[src/rtl/nic_irq_pkg.sv]
package nic_irq_pkg;
    localparam int STAT_W = 8;
    localparam int B_RX   = 0;
    localparam int B_TXD  = 1;
    localparam int B_TXE  = 2;
    localparam int B_OVF  = 3;
    localparam int B_ALC  = 4;
    localparam int B_EPH  = 5;

    typedef struct packed {
        logic [STAT_W-1:0] mask;
        logic              alloc;
    } ctl_t;

    typedef struct packed {
        logic cnt;
        logic fatal;
        logic txen_prev;
    } eph_t;
endpackage

[src/rtl/nic_irq_sticky.sv]
module nic_irq_sticky (
    input  logic clk,
    input  logic rst_n,
    input  logic set_i,
    input  logic clr_i,
    output logic q_o
);
    logic bit_d, bit_q;

    always_comb begin
        bit_d = set_i | (bit_q & ~clr_i);
    end

    always_ff @(posedge clk) begin
        if (!rst_n) bit_q <= 1'b0;
        else        bit_q <= bit_d;
    end

    assign q_o = bit_q;

    // a set event beats a same-cycle acknowledge
    assert_set_wins_R6: assert property (@(posedge clk) disable iff (!rst_n)
        set_i |=> q_o);
    // a latched bit stays until acknowledged
    assert_sticky_hold_R5: assert property (@(posedge clk) disable iff (!rst_n)
        (q_o && !clr_i) |=> q_o);
endmodule

[src/rtl/nic_irq_eph.sv]
module nic_irq_eph #(
    parameter int NUM_ERR = 5
) (
    input  logic               clk,
    input  logic               rst_n,
    input  logic               rollover_i,
    input  logic               cnt_read_i,
    input  logic [NUM_ERR-1:0] txerr_i,
    input  logic               tx_enable_i,
    output logic               eph_o
);
    import nic_irq_pkg::*;

    eph_t st_d, st_q;
    logic txen_rise;

    always_comb begin
        st_d           = st_q;
        txen_rise      = tx_enable_i & ~st_q.txen_prev;
        st_d.txen_prev = tx_enable_i;
        st_d.cnt       = rollover_i | (st_q.cnt & ~cnt_read_i);
        st_d.fatal     = (|txerr_i) | (st_q.fatal & ~txen_rise);
    end

    always_ff @(posedge clk) begin
        if (!rst_n) st_q <= '0;
        else        st_q <= st_d;
    end

    assign eph_o = st_q.cnt | st_q.fatal;

    // a rollover raises the EPH indication on the next edge
    assert_eph_rollover_R8: assert property (@(posedge clk) disable iff (!rst_n)
        rollover_i |=> eph_o);
    // a fatal error raises the EPH indication on the next edge
    assert_eph_fatal_R9: assert property (@(posedge clk) disable iff (!rst_n)
        (|txerr_i) |=> eph_o);
endmodule

[src/rtl/nic_irq_status.sv]
module nic_irq_status #(
    parameter int NUM_RXABORT = 3,
    parameter int NUM_TXERR   = 5
) (
    input  logic                   clk,
    input  logic                   rst_n,
    input  logic                   rx_fifo_empty_i,
    input  logic                   txc_fifo_empty_i,
    input  logic                   tx_fifo_empty_i,
    input  logic [NUM_RXABORT-1:0] rx_abort_i,
    input  logic                   alloc_req_i,
    input  logic                   alloc_valid_i,
    input  logic                   alloc_fail_i,
    input  logic                   cnt_rollover_i,
    input  logic                   cnt_read_i,
    input  logic [NUM_TXERR-1:0]   txerr_i,
    input  logic                   tx_enable_i,
    input  logic                   ack_we_i,
    input  logic [7:0]             ack_data_i,
    input  logic                   mask_we_i,
    input  logic [7:0]             mask_data_i,
    output logic [7:0]             status_o,
    output logic [7:0]             mask_o,
    output logic                   irq_o,
    output logic                   txc_pop_o
);
    import nic_irq_pkg::*;

    localparam logic [STAT_W-1:0] ACK_USED = STAT_W'((1 << B_TXD) | (1 << B_TXE) | (1 << B_OVF));

    ctl_t              ctl_d, ctl_q;
    logic [STAT_W-1:0] ack_v;
    logic              unused_ack;
    logic              txe_q, ovf_q, eph_q;
    logic [STAT_W-1:0] stat_c;

    assign ack_v      = ack_we_i ? (ack_data_i & ACK_USED) : '0;
    assign unused_ack = ^(ack_data_i & ~ACK_USED);

    nic_irq_sticky u_txe (
        .clk   (clk),
        .rst_n (rst_n),
        .set_i (tx_fifo_empty_i),
        .clr_i (ack_v[B_TXE]),
        .q_o   (txe_q)
    );

    nic_irq_sticky u_ovf (
        .clk   (clk),
        .rst_n (rst_n),
        .set_i (|rx_abort_i),
        .clr_i (ack_v[B_OVF]),
        .q_o   (ovf_q)
    );

    nic_irq_eph #(.NUM_ERR(NUM_TXERR)) u_eph (
        .clk         (clk),
        .rst_n       (rst_n),
        .rollover_i  (cnt_rollover_i),
        .cnt_read_i  (cnt_read_i),
        .txerr_i     (txerr_i),
        .tx_enable_i (tx_enable_i),
        .eph_o       (eph_q)
    );

    always_comb begin
        ctl_d = ctl_q;
        if (mask_we_i) ctl_d.mask = mask_data_i;
        if (alloc_valid_i)    ctl_d.alloc = ~alloc_fail_i;
        else if (alloc_req_i) ctl_d.alloc = 1'b0;
    end

    always_ff @(posedge clk) begin
        if (!rst_n) ctl_q <= '0;
        else        ctl_q <= ctl_d;
    end

    always_comb begin
        stat_c        = '0;
        stat_c[B_RX]  = ~rx_fifo_empty_i;
        stat_c[B_TXD] = ~txc_fifo_empty_i;
        stat_c[B_TXE] = txe_q;
        stat_c[B_OVF] = ovf_q;
        stat_c[B_ALC] = ctl_q.alloc;
        stat_c[B_EPH] = eph_q;
    end

    assign status_o  = stat_c;
    assign mask_o    = ctl_q.mask;
    assign irq_o     = |(stat_c & ctl_q.mask);
    assign txc_pop_o = ack_v[B_TXD] & ~txc_fifo_empty_i;

    // never pop an empty completion FIFO
    assert_pop_nonempty_R3: assert property (@(posedge clk) disable iff (!rst_n)
        txc_pop_o |-> !txc_fifo_empty_i);
    // a request without a result clears the allocation bit
    assert_alloc_clear_R7: assert property (@(posedge clk) disable iff (!rst_n)
        (alloc_req_i && !alloc_valid_i) |=> !status_o[B_ALC]);
    // a successful result sets the allocation bit
    assert_alloc_set_R7: assert property (@(posedge clk) disable iff (!rst_n)
        (alloc_valid_i && !alloc_fail_i) |=> status_o[B_ALC]);
    // a written mask of zero silences the interrupt
    assert_mask_zero_R10: assert property (@(posedge clk) disable iff (!rst_n)
        (mask_we_i && mask_data_i == 8'h00) |=> !irq_o);
endmodule

[config.mk]
export PLATFORM = sky130hd
export DESIGN_NAME = nic_irq_status
export DESIGN_NICKNAME = d
export VERILOG_FILES = /design/src/rtl/nic_irq_pkg.sv /design/src/rtl/nic_irq_sticky.sv /design/src/rtl/nic_irq_eph.sv /design/src/rtl/nic_irq_status.sv
export SDC_FILE = /design/constraint.sdc
export NUM_CORES = 1
export LEC_CHECK = 0
export ABC_AREA = 1
export CORE_AREA = 4 4 41 43
export DETAILED_ROUTE_END_ITERATION = 8
export DIE_AREA = 0 0 45 47
export DONT_BUFFER_PORTS = 1
export PLACE_DENSITY = 0.63
export SLEW_MARGIN = 5
export SYNTH_ARGS = -nofsm -noshare
export SYNTH_HDL_FRONTEND = slang
export SYNTH_SLANG_ARGS = --single-unit
[constraint.sdc]
create_clock -name clk -period 1.95 [get_ports clk]
set_clock_uncertainty 0.05 [all_clocks]
set_input_delay 0 -clock clk [delete_from_list [all_inputs] [get_ports clk]]
set_output_delay 0 -clock clk [all_outputs]
set_load 0.05 [all_outputs]
==> flow_summary.json <==
{
  "die_x_um": 45,
  "syn_avg_cell_area_um2": 6.80,
  "start_util_pct": 46.0,
  "place_ws_ps": 851,
  "dpl.hpwl_um": 1130,
  "fin_cells": 150,
  "gr-total-overflow": 0,
  "setup_violations": 0,
  "drt-total-wl_um": 2070,
  "syn_area_um2": 598,
  "end_kind": "register",
  "antenna_found_initial": 0,
  "layout_min_cycle_time_ps": 1910,
  "min_period_over_period_pct": 97.8,
  "post_cts_buffers": 0,
  "gr-usage-all-layers_pct": 22.1,
  "max_freq_mhz": 524,
  "cts_tree": "yes",
  "drive_above_1_share_pct": 12.6,
  "rsz0062_at_grt": "false",
  "maxCapViolations": 0,
  "post-route-util_pct": 82.8,
  "total_power_uw": 763,
  "num_io_pins": 55,
  "drv_slew": 0,
  "netlist_instances": 88,
  "die_h_um": 47,
  "worst_pin_slew_ps": 888,
  "portBuffers": 0,
  "route.met3.wl_um": 209,
  "status": "finished clean",
  "hold-path-cell-count": 1,
  "required_ps": 2070,
  "yosysTopAreaCell": "dfxtp_1",
  "dpl_cell_area_um2": 653,
  "fin_setup_tns_ps": 0,
  "crit_type": "reg -> reg",
  "clk_pin_slew_ps": 90,
  "start_kind": "register",
  "slew_headroom_pct": 40.6,
  "cpMaxStageDelayCell": "dlygate4sd3_1",
  "root_buffer": "clkbuf_4",
  "cts_sinks": 14,
  "routed.top_layer": "met4",
  "numCtsBuffers": 3,
  "p_per_area_nw_per_um2": 708,
  "rows": 13,
  "hold_path_class": "in -> out",
  "first_pass_iters": 4,
  "drt_first_iter_violations": 14,
  "synthTopCellsByArea": "dfxtp_1 (47%), nor2_1 (16%), nand2_1 (9.4%), o21ai_0 (6.7%), buf_4 (6.3%)",
  "design_area_um2": 1080,
  "ys_seq_elements": 14,
  "path_cells": "buf_4, a21oi_2, dlygate4sd3_1, nor2_1, dlygate4sd3_1",
  "drc": 0,
  "met1_length_um": 755,
  "ant_nets": 0,
  "grt_pass1_wl_um": 3410,
  "gp_congestion": 0.704,
  "ir_drop_mv": 0.553,
  "grt_pass1_vias": 791,
  "synth.top_cell.area_share_pct": 46.9,
  "syn2layout_area_growth_pct": 80.1,
  "seq_area_frac_synth_pct": 46.9,
  "die_area_um2": 2120,
  "diodes": 0,
  "clock_insertion_delay_worst_skew_ps": 280,
  "vias": 732,
  "via_per_inst": 4.88,
  "whs_ps": 130,
  "cpMostUsedCell": "dlygate4sd3_1",
  "htree_levels": 1,
  "dp.cells": 108,
  "fin_nets": 173,
  "core_um2": 1300,
  "final-hold-violation-count": 0,
  "critPathMaxStageDelay_ps": 550,
  "finalWorstSetupSlack_ps": 42.6,
  "grt_max_degree": 10,
  "crit_arrival_ps": 2030,
  "synth.distinct_cells": 12,
  "yosys_warnings": 0,
  "crit_fanout": 3,
  "reg2reg_depth": 5,
  "met2_wirelength_um": 1080,
  "clock_path_buffers": 2,
  "wl_per_cell_um": 13.8,
  "power_leakage_nw": 0.544
}
## worst max-delay path: cells and delay by family (launching register included)
kind,cells,cell delay [ps]
buffers and inverters,3,1280
flip-flops,1,310
AO/OA/AOI/OAI,1,130
AND/OR/NAND/NOR,1,40
## where the power goes
group / internal [mW] / switching (mW)
combinational: 0.0894 / 0.134
sequential: 0.305 / 0.0186
clock: 0.114 / 0.102
## kinds of logic (layout without fill, tap and decap cells)
logic type	count (synthesis)	after routing	synth area share [%]
and+or+nand+nor	43	43	27.4
buffers and inverters	16	62	13.4
AOI/OAI and AO/OA	14	14	11.7
DFF	14	14	46.9
other	1	2	0.627
## sequential cells by signal, summed over array words and instances (netlist names)
| register | flops |
|---|---|
| mask_o | 8 |
| u_eph.st_q | 3 |
| status_o | 1 |
| u_ovf.q_o | 1 |
| u_txe.q_o | 1 |
## layout make-up
class | instances | area, um2
clock buffers | 4 | 36.3
repair buffers | 48 | 455
fillers | 87 | 224
flip-flops and latches | 14 | 280
inverters | 10 | 37.5
multi-input cells | 59 | 249
well taps | 15 | 18.8
## cell usage after synthesis, drive strengths merged
cell	n
nand2	15
o21ai	8
nand3	1
buf	5
a21oi	6
nor3	1
dfxtp	14
conb	1
nor2	26
clkbuf	1
inv	10
## cells in the final DEF, fill, tap and decap left out
cell / n
dlygate4sd3_1: 38
nor2_1: 26
nand2_1: 15
dfxtp_1: 14
buf_4: 10
inv_1: 9
o21ai_0: 7
a21oi_1: 5
clkbuf_4: 3
conb_1: 2
inv_2: 1
a21oi_2: 1
nor3_1: 1
nand3_1: 1
o21ai_2: 1
clkbuf_8: 1
## metal layers
layer | global-route usage (%) | up-vias
li1 | - | 359
met1 | 23.3 | 333
met2 | 43.8 | 36
met3 | 4.98 | 4
met4 | 5.85 | 0
met5 | 0 | -
## repair_timing
action / in CTS / in global routing
gates resized for setup: 0 / 3
hold buffers: 39 / 0
hold endpoints to repair: 14 / 0
endpoints found under the setup margin: 0 / 2
## worst paths after layout
kind	start	end	slack, ps
max	status_o[4]$_SDFFE_PN0P_	status_o[4]$_SDFFE_PN0P_	40
min	txc_fifo_empty_i	txc_pop_o	130
max reg2reg	status_o[4]$_SDFFE_PN0P_	status_o[4]$_SDFFE_PN0P_	40
min reg2reg	u_eph.st_q[0]$_SDFF_PN0_	u_eph.st_q[1]$_SDFF_PN0_	520
Note: power is estimated with default switching activity, not from simulation.
